## src/rtl/ocu_pkg.sv

```systemverilog
// Package: shared encodings for the compare output pin control unit.
// Assumes a two-bit output-mode field and a two-bit waveform-style select.
package ocu_pkg;

    localparam int MODE_W = 2;
    localparam int WAVE_W = 2;

    // Waveform style codes
    localparam logic [WAVE_W-1:0] WAVE_PLAIN     = 2'b00;
    localparam logic [WAVE_W-1:0] WAVE_FAST      = 2'b01;
    localparam logic [WAVE_W-1:0] WAVE_DUAL      = 2'b10;
    localparam logic [WAVE_W-1:0] WAVE_PLAIN_ALT = 2'b11;

    // Output-mode field codes
    localparam logic [MODE_W-1:0] OM_OFF = 2'b00;
    localparam logic [MODE_W-1:0] OM_A   = 2'b01;
    localparam logic [MODE_W-1:0] OM_B   = 2'b10;
    localparam logic [MODE_W-1:0] OM_C   = 2'b11;

    // Action applied to the compare bit on an event
    typedef enum logic [1:0] {
        ACT_NONE = 2'b00,
        ACT_SET  = 2'b01,
        ACT_CLR  = 2'b10,
        ACT_TGL  = 2'b11
    } act_e;

    // True for the PWM styles, where force strobes are ignored
    function automatic logic wave_is_pwm(input logic [WAVE_W-1:0] w);
        return (w == WAVE_FAST) || (w == WAVE_DUAL);
    endfunction

endpackage

```

## src/rtl/ocu_action_dec.sv

```systemverilog
// Module: ocu_action_dec
// Translates the output-mode field into the action for a match event and
// the action for a counter-bottom event, per waveform style.
// Assumes: the match decode uses the live field; the bottom decode uses the
// field latched at the last match. Reserved codes decode to no action.
module ocu_action_dec
    import ocu_pkg::*;
(
    input  logic [MODE_W-1:0] mode_live,
    input  logic [MODE_W-1:0] mode_held,
    input  logic [WAVE_W-1:0] wave,
    input  logic              count_up,
    output act_e              hit_act,
    output act_e              bot_act
);

    // Match action: depends on style, live field and count direction
    always_comb begin
        hit_act = ACT_NONE;
        unique case (wave)
            WAVE_FAST: begin
                unique case (mode_live)
                    OM_B:    hit_act = ACT_CLR;
                    OM_C:    hit_act = ACT_SET;
                    default: hit_act = ACT_NONE;
                endcase
            end
            WAVE_DUAL: begin
                unique case (mode_live)
                    OM_B:    hit_act = count_up ? ACT_CLR : ACT_SET;
                    OM_C:    hit_act = count_up ? ACT_SET : ACT_CLR;
                    default: hit_act = ACT_NONE;
                endcase
            end
            default: begin
                unique case (mode_live)
                    OM_A:    hit_act = ACT_TGL;
                    OM_B:    hit_act = ACT_CLR;
                    OM_C:    hit_act = ACT_SET;
                    default: hit_act = ACT_NONE;
                endcase
            end
        endcase
    end

    // Bottom action: single-slope PWM only, from the latched field
    always_comb begin
        bot_act = ACT_NONE;
        if (wave == WAVE_FAST) begin
            unique case (mode_held)
                OM_B:    bot_act = ACT_SET;
                OM_C:    bot_act = ACT_CLR;
                default: bot_act = ACT_NONE;
            endcase
        end
    end

endmodule

```

## src/rtl/ocu_event_sel.sv

```systemverilog
// Module: ocu_event_sel
// Arbitrates between match, force and bottom events in one cycle and picks
// the single action to apply. Also tells the state block when to capture
// the live field.
// Assumes: match and an honoured force collapse into one action; match
// outranks bottom.
module ocu_event_sel
    import ocu_pkg::*;
(
    input  logic              hit,
    input  logic              force_req,
    input  logic              bottom,
    input  logic [WAVE_W-1:0] wave,
    input  act_e              hit_act,
    input  act_e              bot_act,
    output act_e              apply_act,
    output logic              capture
);

    logic force_ok;
    logic hit_like;

    // Force counts only outside the PWM styles
    always_comb force_ok = force_req & ~wave_is_pwm(wave);

    // A match or an honoured force share the live-field action
    always_comb hit_like = hit | force_ok;

    // Choose the one action for this cycle
    always_comb begin
        if (hit_like) begin
            apply_act = hit_act;
        end else if (bottom) begin
            apply_act = bot_act;
        end else begin
            apply_act = ACT_NONE;
        end
    end

    // Only a real match refreshes the field used at bottom
    always_comb capture = hit;

endmodule

```

## src/rtl/ocu_state.sv

```systemverilog
// Module: ocu_state
// Holds the compare-output bit and the output-mode field latched at the
// most recent match.
// Assumes a synchronous active-low reset that clears both.
module ocu_state
    import ocu_pkg::*;
(
    input  logic              clk,
    input  logic              rst_n,
    input  act_e              apply_act,
    input  logic              capture,
    input  logic [MODE_W-1:0] mode_live,
    output logic              oc_q,
    output logic [MODE_W-1:0] mode_held
);

    logic oc_d;

    // Next value of the compare bit for the chosen action
    always_comb begin
        unique case (apply_act)
            ACT_SET: oc_d = 1'b1;
            ACT_CLR: oc_d = 1'b0;
            ACT_TGL: oc_d = ~oc_q;
            default: oc_d = oc_q;
        endcase
    end

    // Compare bit register
    always_ff @(posedge clk) begin
        if (!rst_n) begin
            oc_q <= 1'b0;
        end else begin
            oc_q <= oc_d;
        end
    end

    // Field latched at each match, used by later bottom events
    always_ff @(posedge clk) begin
        if (!rst_n) begin
            mode_held <= OM_OFF;
        end else if (capture) begin
            mode_held <= mode_live;
        end
    end

endmodule

```

## src/rtl/ocu_pin_mux.sv

```systemverilog
// Module: ocu_pin_mux
// Chooses the pin value source and passes the port direction through.
// Assumes the override depends only on the live output-mode field.
module ocu_pin_mux
    import ocu_pkg::*;
(
    input  logic [MODE_W-1:0] mode_live,
    input  logic              oc_q,
    input  logic              port_val,
    input  logic              port_oe,
    output logic              pad_val,
    output logic              pad_oe
);

    logic takeover;

    // Any nonzero field hands the pin to the compare bit
    always_comb takeover = |mode_live;

    // Pin value selection
    always_comb pad_val = takeover ? oc_q : port_val;

    // Direction stays with the port
    always_comb pad_oe = port_oe;

endmodule

```

## src/rtl/ocu_pin_ctrl.sv

```systemverilog
// Module: ocu_pin_ctrl (top)
// Compare output pin control for one timer channel: updates the compare
// bit on match, bottom and force events, and drives the pin.
// Assumes event inputs are one-cycle pulses from the timer.
module ocu_pin_ctrl
    import ocu_pkg::*;
(
    input  logic              clk,
    input  logic              rst_n,
    input  logic              cmp_hit,
    input  logic              cnt_bottom,
    input  logic              cnt_up,
    input  logic              force_cmp,
    input  logic [MODE_W-1:0] out_mode,
    input  logic [WAVE_W-1:0] wave_sel,
    input  logic              port_dout,
    input  logic              port_dir,
    output logic              oc_bit,
    output logic              pin_out,
    output logic              pin_oe
);

    act_e              hit_act;
    act_e              bot_act;
    act_e              apply_act;
    logic              capture;
    logic [MODE_W-1:0] mode_held;

    ocu_action_dec u_dec (
        .mode_live (out_mode),
        .mode_held (mode_held),
        .wave      (wave_sel),
        .count_up  (cnt_up),
        .hit_act   (hit_act),
        .bot_act   (bot_act)
    );

    ocu_event_sel u_sel (
        .hit       (cmp_hit),
        .force_req (force_cmp),
        .bottom    (cnt_bottom),
        .wave      (wave_sel),
        .hit_act   (hit_act),
        .bot_act   (bot_act),
        .apply_act (apply_act),
        .capture   (capture)
    );

    ocu_state u_state (
        .clk       (clk),
        .rst_n     (rst_n),
        .apply_act (apply_act),
        .capture   (capture),
        .mode_live (out_mode),
        .oc_q      (oc_bit),
        .mode_held (mode_held)
    );

    ocu_pin_mux u_mux (
        .mode_live (out_mode),
        .oc_q      (oc_bit),
        .port_val  (port_dout),
        .port_oe   (port_dir),
        .pad_val   (pin_out),
        .pad_oe    (pin_oe)
    );

endmodule

```

## config.mk

```make
export PLATFORM = sky130hd
export DESIGN_NAME = ocu_pin_ctrl
export DESIGN_NICKNAME = d
export VERILOG_FILES = /design/src/rtl/ocu_pkg.sv /design/src/rtl/ocu_action_dec.sv /design/src/rtl/ocu_event_sel.sv /design/src/rtl/ocu_state.sv /design/src/rtl/ocu_pin_mux.sv /design/src/rtl/ocu_pin_ctrl.sv
export SDC_FILE = /design/constraint.sdc
export NUM_CORES = 1
export LEC_CHECK = 0
export BUFFER_PORTS_ARGS = -buffer_cell sky130_fd_sc_hd__buf_4
export CORE_AREA = 2 2 39 41
export CTS_CLUSTER_SIZE = 40
export DETAILED_ROUTE_END_ITERATION = 7
export DIE_AREA = 0 0 41 43
export GPL_ROUTABILITY_DRIVEN = 0
export PLACE_DENSITY_LB_ADDON = 0.25
export SYNTH_ARGS = -nofsm -noshare
export SYNTH_HDL_FRONTEND = slang
export SYNTH_SLANG_ARGS = --single-unit
```

## constraint.sdc

```tcl
create_clock -name clk -period 1.3 [get_ports clk]
set_clock_uncertainty 0.1 [all_clocks]
set_input_delay 0 -clock clk [delete_from_list [all_inputs] [get_ports clk]]
set_output_delay 0 -clock clk [all_outputs]
set_load 0.05 [all_outputs]
```

Word-level counts from Yosys, hierarchy flattened
Cells that the tools add are included.
W data, S select, Z words.
{ "word_totals": {"register_bits": 3, "wordCells": 31} }
{ "op_classes": {"eq_ne": 10, "mux": 12, "n_bitwise": 4, "n_reduce_logical": 3} }
{ "ops": {"columns": ["cell", "n"], "rows": [
  ["$pmux W2 S2", 4],
  ["$eq A2 B2 Y1 const B", 7],
  ["$mux W2", 5],
  ["$eq A2 B1 Y1 const B", 3],
  ["$pmux W2 S3", 1],
  ["$pmux W1 S3", 1],
  ["$reduce_bool A3 Y1", 1],
  ["$not A1 Y1", 2],
  ["$reduce_or A2 Y1", 1],
  ["$and A1 B1 Y1", 1],
  ["$logic_or A1 B1 Y1", 1],
  ["$mux W1", 1],
  ["$or A1 B1 Y1", 1]
]} }

Depth between registers and ports, before layout
Gate-level depths: netlist (run 1).
{ "logic_depth": {"word_depth": 8, "mapped_depth": 6, "mapped_depth_nobuf": 6} }

By module
A second synthesis (run 1) with hierarchy kept.
{ "unflattened": {"cells_unflattened": 43, "hier_area_um2": 341.6} }
{ "modules_own_cells": {"columns": ["module", "instances", "cells_per_inst", "area_each_um2", "seq_area_each_um2"], "rows": [
  ["ocu_action_dec", 1, 22, 152.6, 0.0],
  ["ocu_state", 1, 9, 106.4, 60.1],
  ["ocu_event_sel", 1, 9, 60.1, 0.0],
  ["ocu_pin_mux", 1, 3, 22.5, 0.0]
]} }

Least setup slack after synthesis (run 1)
Ideal clock, no wire load.
{ "synth_timing": {"kind": "register -> output", "from": "register u_state.oc_q", "to": "output pin_out", "arrival_time_ps": 1933, "t_required_ps": 1200, "setup_slack_ps": -733, "stages_incl_launch_ff": 3, "cell_sequence": "dfxtp_1 -> inv_1 -> o21ai_0"} }
{ "synth_via": {"elab_chain_len": 1} }
{ "synth_lines": {"columns": ["item", "line", "rtl"], "rows": [
  ["from (decl)", "ocu_state.sv:13", "output logic oc_q,"],
  ["from (signal assigned)", "ocu_state.sv:32", "oc_q <= 1'b0;"],
  ["from (signal assigned)", "ocu_state.sv:34", "oc_q <= oc_d;"],
  ["$mux W1", "ocu_pin_mux.sv:21", "always_comb pad_val = takeover ? oc_q : port_val;"],
  ["to (decl)", "ocu_pin_ctrl.sv:19", "output logic pin_out,"]
]} }
No other way between the ends.

Final worst setup path (run 1)
{ "layout_timing": {"from": "register u_state.mode_held[1]", "to": "register u_state.oc_q"} }
{ "layout_via": {"elab_chain_len": 7, "elab_cells_between_ends": 11, "cone_classes": "eq/ne: 5; mux: 5; reduce/logical: 1"} }
{ "layout_lines": {"columns": ["item", "line", "rtl"], "rows": [
  ["from (decl)", "ocu_state.sv:14", "output logic [MODE_W-1:0] mode_held"],
  ["from (signal assigned)", "ocu_state.sv:43", "mode_held <= mode_live;"],
  ["$eq A2 B2 Y1", "ocu_action_dec.sv:50", "unique case (mode_held)"],
  ["$pmux W2 S2 (*)", "ocu_action_dec.sv:50", null],
  ["$mux W2 (*)", "ocu_action_dec.sv:49", "if (wave == WAVE_FAST) begin"],
  ["$mux W2 (*)", "ocu_event_sel.sv:33", "end else if (bottom) begin"],
  ["$mux W2 (*)", "ocu_event_sel.sv:31", "if (hit_like) begin"],
  ["$eq A2 B2 Y1 or $eq A2 B1 Y1 (tied branches)", "ocu_state.sv:21", "unique case (apply_act)"],
  ["$pmux W1 S3 or $reduce_bool A3 Y1 (tied branches)", null, null]
]} }
Mark *: on every way between the ends. The rest lies on a longest branch, timed or not.
A chain may end at the register's enable or synchronous reset.

==> metrics.md, run 1 <==
| Metric | Value |
|---|---|
| Status | `completed` |
| Hold WS | `12.0 ps` |
| Die width | `41 µm` |
| Post-Layout Cell Count | `83` |
| Fillers | `146` |
| Reg-to-Reg End | `u_state.oc_q$_SDFFE_PN0P_` |
| CTS Sinks | `3` |
| Net Sw Frac | `0.330` |
| Most frequent cells in the layout | `buf_4 (21), inv_1 (6), ha_1 (6)` |
| Synth warn | `0` |
| Crit-path max FO | `2` |
| Chip height | `43 µm` |
| Ys flop type | `dfxtp_1` |
| Final Critical Period | `1230 ps` |
| H-tree level count | `1` |
| Post-synth EDFFs | `0` |
| Largest family of logic cells by synthesized area | `adder cells` |
| Clock buffer depth | `2` |
| Number of port buffers | `12` |
| DRC | `0` |
| Pre-CTS setup slack | `-156 ps` |
| Startpoint types | `flip-flop` |
| NetSw | `157 µW` |
| Commonest non-fill, non-tap cell in the layout | `buf_4` |
| Register area | `61.3 µm²` |
| Final setup fails | `0` |
| Worst Tran Pin Value | `491 ps` |
| Max-cap violations | `0` |
| Critical Path RT | `1340 ps` |
| Vias after detailed routing | `377` |
| Area grow syn2layout | `66.7%` |
| Pins over their slew limit | `0` |
| Reg-to-Reg Start | `u_state.mode_held[1]$_SDFFE_PN0P_` |
| Vias in the first global route | `371` |
| Clock root buffer | `clkbuf_4` |
| Synth top area cells | `ha_1 (24%), dfxtp_1 (17%), nor2b_1 (6.9%)` |
| First-pass GRT wire length | `1.38 mm` |
| Yosys top cell by area | `ha_1` |
| Worst Setup EP | `u_state.oc_q$_SDFFE_PN0P_` |
| Finished Cell Area | `601 µm²` |
| Total grt overflow | `0` |
| Core footprint | `1380 µm²` |
| Adder-cell share of the synthesized area | `0.243` |
| Setup Total Neg Slack | `0 ps` |
| Initial antenna violation count | `0` |
| Part of the power in registers | `0.228` |
| Post-synthesis mux area share | `0.0694` |
| CP delay by family, top | `compound AO/OA/AOI/OAI gates` |
| Fin crit share | `0.947` |
| Leakage | `0.302 nW` |
| Asr flop ratio synth | `0` |
| Area of the multi-input gates | `283 µm²` |
| DP Area | `528 µm²` |
| Mapped Area | `360 µm²` |
| Post-Synth Simple-Gate Area | `0.201` |
| Cell Rows | `14` |
| Clk_lat worst skew | `230 ps` |
| Area of the die | `1760 µm²` |
| DR vias/cell | `4.54` |
| Synth cell types | `21` |
| CTS Buf Count | `3` |
| TritonRoute pass-1 iters | `4` |
| Top-area cell type share of the netlist area | `0.243` |
| Kind of critical path | `flip-flop to flip-flop` |
| Slowest stage delay, CP | `280 ps` |
| Synth Area in Compound Gates | `0.236` |
| Hold Path Class | `primary input to flip-flop` |
| Post-layout nets | `87` |
| Post-synthesis xor/xnor area fraction | `0` |
| Placed cell count | `75` |
| Achievable Freq | `812 MHz` |
| Overall Global Routing Usage | `0.116` |
| Pwr Total | `476 µW` |
| Pint | `319 µW` |
| Num ports | `15` |
| Endpoint class of the critical path | `flip-flop` |
| Average size of a mapped cell | `9.01 µm²` |
| Stages on the worst setup path | `5` |
| Pwr/cell area | `793 nW/µm²` |
| Final core utilization | `0.434` |
| Routed Antenna Nets | `0` |
| Reg2Reg Depth | `5` |
| Slowest cell on crit path | `dfxtp_1` |
| Antenna cells | `0` |
| Worst relative slew slack | `0.671` |
| Syn_nets | `59` |
| DP HPWL | `636 µm` |
| Combinational share of power | `0.430` |
| CP bufs+invs | `1` |
| Total Wirelength | `788 µm` |
| Endpoints failing hold | `0` |
| TritonCTS clock tree | `done` |
| Worst path cell trace | `nor2b_1 > and4_1 > buf_4 > a2bb2oi_2 > a221oi_2` |
| VDD IR max | `0.295 mV` |
| Initial Utilization | `0.260` |
| WL per Instance | `9.49 µm` |
| Number of synthesized register bits | `3` |
| DRT iter0 DRCs | `6` |
| Largest net degree at the start of global routing | `7` |
| Share of cells above drive strength 1 | `0.478` |
| R2r setup slk | `70 ps` |
| Clock Power Share | `0.342` |
| Reg clk slew, reported paths | `40 ps` |
| Register area share after synthesis | `0.167` |
| Post-synthesis cell count | `40` |
| Worst EP arrival | `1270 ps` |
| Crit path launch | `u_state.mode_held[1]$_SDFFE_PN0P_` |
| Setup ws final | `68.9 ps` |
cells in the mapped netlist (all sizes together) (2+ instances only):
| cell | instances |
|---|---|
| ha | 7 |
| inv | 6 |
| nor2b | 4 |
| dfxtp | 3 |
| a21oi | 2 |
| a221oi | 2 |
| nand2 | 2 |
| o21ai | 2 |
sequential cells by signal (all words and copies together), names as in the netlist:
signal and flops:
u_state.mode_held 2, u_state.oc_q 1
layer usage:
metal  wire length [µm]  vias to the layer above  global-route usage
li1                   -                      196                   -
met1                319                      167               0.141
met2                416                       14               0.169
met3                 51                        0              0.0471
met4                  0                        0              0.0600
met5                  0                        -                   0
cell families after synthesis:
group,Yosys count
simple gates,11
fa+ha+maj,7
buf+inv,7
mux,2
flops,3
compound gates,10
what timing repair did:
item                                   4_1_cts  5_1_grt
gates resized for setup                      0        3
setup endpoints to repair                    0        1
setup buffers                                0        1
endpoints found under the hold margin        4        0
hold buffers                                 3        0
power by group through the flow:
stage	clock, mW	sequential (mW)	combinational (mW)
final	0.163	0.109	0.205
after global routing	0.186	0.110	0.223
after CTS	0.173	0.109	0.199
after detailed placement	0	0.110	0.186
after global placement	0	0.110	0.187
after floorplan	0	0.124	0.102
layout make-up:
| type | instances | share of cell area |
|---|---|---|
| inverters | 6 | 0.0375 |
| well taps | 16 | 0.0333 |
| multi-input cells | 30 | 0.471 |
| flip-flops and latches | 3 | 0.102 |
| repair buffers | 24 | 0.313 |
| clock buffers | 4 | 0.0438 |
tightest hold or removal path, stage by stage:
cell	delay (ps)
buf_4	90
nor2b_1	50
a21oi_1	110
nor2b_1	50
worst min path at each step:
stage	from	cells after the start	slack [ps]	endpoint
6_report	cmp_hit	4	10	u_state.mode_held[1]$_SDFFE_PN0P_
4_1_cts	cmp_hit	4	6	u_state.mode_held[1]$_SDFFE_PN0P_
2_1_floorplan	rst_n	1	30	u_state.mode_held[1]$_SDFFE_PN0P_
3_5_place_dp	port_dir	0	-100	pin_oe
3_3_place_gp	port_dir	0	-100	pin_oe
5_1_grt	cmp_hit	4	20	u_state.mode_held[1]$_SDFFE_PN0P_
No activity file was read; power rests on OpenSTA's default activity.
==> run 2: changes to the inputs <==
- BUFFER_PORTS_ARGS: -buffer_cell sky130_fd_sc_hd__buf_4 -> not set
- DONT_BUFFER_PORTS: not set -> 1
==> metrics.md, run 2 (synthesis gave the netlist of run 1 again) <==
| Metric | Value |
|---|---|
| TritonRoute pass-1 iters | `5 (was 4)` |
| Core footprint | `1380 µm² (unchanged)` |
| Hold Path Class | `primary input to flip-flop (unchanged)` |
| Vias in the first global route | `353 (was 371)` |
| Antenna cells | `0 (unchanged)` |
| Chip height | `43 µm (unchanged)` |
| Pwr Total | `458 µW (was 476 µW)` |
| Startpoint types | `primary input (was flip-flop)` |
| Initial Utilization | `0.260 (unchanged)` |
| Vias after detailed routing | `328 (was 377)` |
| CTS Sinks | `3 (unchanged)` |
| Reg clk slew, reported paths | `40 ps (about the same)` |
| R2r setup slk | `90 ps (was 70 ps)` |
| Largest net degree at the start of global routing | `7 (unchanged)` |
| Clk_lat worst skew | `240 ps (was 230 ps)` |
| Final Critical Period | `1250 ps (was 1230 ps)` |
| Pwr/cell area | `882 nW/µm² (was 793 nW/µm²)` |
| Post-Layout Cell Count | `70 (was 83)` |
| Number of port buffers | `0 (was 12)` |
| Status | `completed (unchanged)` |
| Pre-CTS setup slack | `-55.5 ps (was -156 ps)` |
| Achievable Freq | `801 MHz (was 812 MHz)` |
| Placed cell count | `60 (was 75)` |
| Pins over their slew limit | `0 (unchanged)` |
| Clock buffer depth | `2 (unchanged)` |
| Worst Hold Path EP | `u_state.oc_q$_SDFFE_PN0P_ (was u_state.mode_held[1]$_SDFFE_PN0P_)` |
| DP HPWL | `610 µm (was 636 µm)` |
| Finished Cell Area | `519 µm² (was 601 µm²)` |
| DRC | `0 (unchanged)` |
| First-pass GRT wire length | `1.36 mm (was 1.38 mm)` |
| Overall Global Routing Usage | `0.117 (was 0.116)` |
| Endpoints failing hold | `0 (unchanged)` |
| Kind of critical path | `primary input to flip-flop (was flip-flop to flip-flop)` |
| DRT iter0 DRCs | `3 (was 6)` |
| Biggest register | `u_state.mode_held (unchanged)` |
| Die width | `41 µm (unchanged)` |
| HP Start | `rst_n (was cmp_hit)` |
| Total grt overflow | `0 (unchanged)` |
| Worst EP arrival | `1300 ps (was 1270 ps)` |
| Hold Path Depth | `3 (was 4)` |
| Cell Rows | `14 (unchanged)` |
| TritonCTS clock tree | `done (unchanged)` |
| Total Wirelength | `790 µm (was 788 µm)` |
| Reg-to-Reg End | `u_state.oc_q$_SDFFE_PN0P_ (unchanged)` |
| Reg2Reg Depth | `4 (was 5)` |
| Worst path cell trace | `dlygate4sd3_1 > nor2b_2 > and4_4 > o21ai_0 > a221oi_2 (was nor2b_1 > and4_1 > buf_4 > a2bb2oi_2 > a221oi_2)` |
| Reg-to-Reg Start | `u_state.mode_held[1]$_SDFFE_PN0P_ (unchanged)` |
| Commonest non-fill, non-tap cell in the layout | `ha_1 (was buf_4)` |
| CTS Buf Count | `3 (unchanged)` |
| DR vias/cell | `4.69 (was 4.54)` |
| Slowest cell on crit path | `dlygate4sd3_1 (was dfxtp_1)` |
| Max reg flops | `2 (unchanged)` |
| Top flop regs | `u_state.mode_held: 2 flops, u_state.oc_q: 1 flops (unchanged)` |
| Post-CTS Setup Inserts | `0 (unchanged)` |
| VDD IR max | `0.354 mV (was 0.295 mV)` |
| Critical Path RT | `1350 ps (was 1340 ps)` |
| DP Area | `428 µm² (was 528 µm²)` |
| WL per Instance | `11.3 µm (was 9.49 µm)` |
| Fin crit share | `0.961 (was 0.947)` |
| H-tree level count | `1 (unchanged)` |
| Routed Antenna Nets | `0 (unchanged)` |
| Num ports | `15 (unchanged)` |
| Area grow syn2layout | `44.1% (was 66.7%)` |
| CP bufs+invs | `1 (unchanged)` |
| Final core utilization | `0.375 (was 0.434)` |
| Setup Total Neg Slack | `0 ps (unchanged)` |
| Setup ws final | `51.0 ps (was 68.9 ps)` |
| CP delay by family, top | `buffers and inverters (was compound AO/OA/AOI/OAI gates)` |
| Hold WS | `54.3 ps (was 12.0 ps)` |
| Worst Tran Pin Value | `491 ps (unchanged)` |
| Final setup fails | `0 (unchanged)` |
| Most frequent cells in the layout | `ha_1 (7), inv_1 (6), dlygate4sd3_1 (6) (was buf_4 (21), inv_1 (6), ha_1 (6))` |
| Post-layout nets | `74 (was 87)` |
| Endpoint class of the critical path | `flip-flop (unchanged)` |
| Leakage | `0.242 nW (was 0.302 nW)` |
| Clock root buffer | `clkbuf_4 (unchanged)` |
| Max-cap violations | `0 (unchanged)` |
| RSZ-0062 raised after global routing | `no` |
| Initial antenna violation count | `0 (unchanged)` |
| Share of cells above drive strength 1 | `0.296 (was 0.478)` |
| Worst relative slew slack | `0.671 (unchanged)` |
| Area of the die | `1760 µm² (unchanged)` |
| Slowest stage delay, CP | `570 ps (was 280 ps)` |
| Crit-path max FO | `3 (was 2)` |
-- run 2: cell count changes in the layout (fill, tap and decap cells not counted), sizes merged --
cell / before / now
dlygate4sd3: 3 / 6
buf: 21 / 5
-- run 2: worst max path at each step --
stage / depth (start not counted) / startpoint / endpoint / slack, ps
after detailed placement: 6 / wave_sel[0] / u_state.oc_q$_SDFFE_PN0P_ / -60
after global routing: 5 / cmp_hit / u_state.oc_q$_SDFFE_PN0P_ / 20
after CTS: 5 / cmp_hit / u_state.oc_q$_SDFFE_PN0P_ / 10
after floorplan: 3 / u_state.oc_q$_SDFFE_PN0P_ / u_state.oc_q$_SDFFE_PN0P_ / 10
after global placement: 6 / wave_sel[0] / u_state.oc_q$_SDFFE_PN0P_ / -70
final: 5 / cmp_hit / u_state.oc_q$_SDFFE_PN0P_ / 50
-- run 2: what timing repair did --
item                                   4_1_cts  5_1_grt
resized for setup                            0        2
endpoints found under the hold margin        4        1
setup endpoints to repair                    0        2
hold buffers                                 5        2
-- run 2: worst register-to-register path, delay by kind of cell, from the launching register on --
kind               cells  cell delay (ps)
and+or+nand+nor        2              370
AOI/OAI and AO/OA      2              350
DFF                    1              290
-- run 2: final cells by class --
| class | instances | area (µm²) |
|---|---|---|
| timing repair buffer | 11 | 110 |
| fill | 136 | 865 |
| inverter | 6 | 22.5 |
| multi-input combinational | 30 | 279 |
| clock buffer | 4 | 26.3 |
| tap | 16 | 20.0 |
| sequential | 3 | 61.3 |
-- run 2: metal layers --
metal | vias to the layer above | wire length, µm | track usage
li1 | 169 | - | -
met1 | 139 | 320 | 0.128
met2 | 20 | 378 | 0.178
met3 | 0 | 90 | 0.0733
met4 | 0 | 0 | 0.0400
met5 | - | 0 | 0
-- run 2: power breakdown --
group / leakage [nW] / total, mW / internal [mW] / switching [mW]
registers: 0.0251 / 0.108 / 0.102 / 0.00686
clock network: 0.0150 / 0.170 / 0.115 / 0.0546
logic: 0.202 / 0.180 / 0.0889 / 0.0908
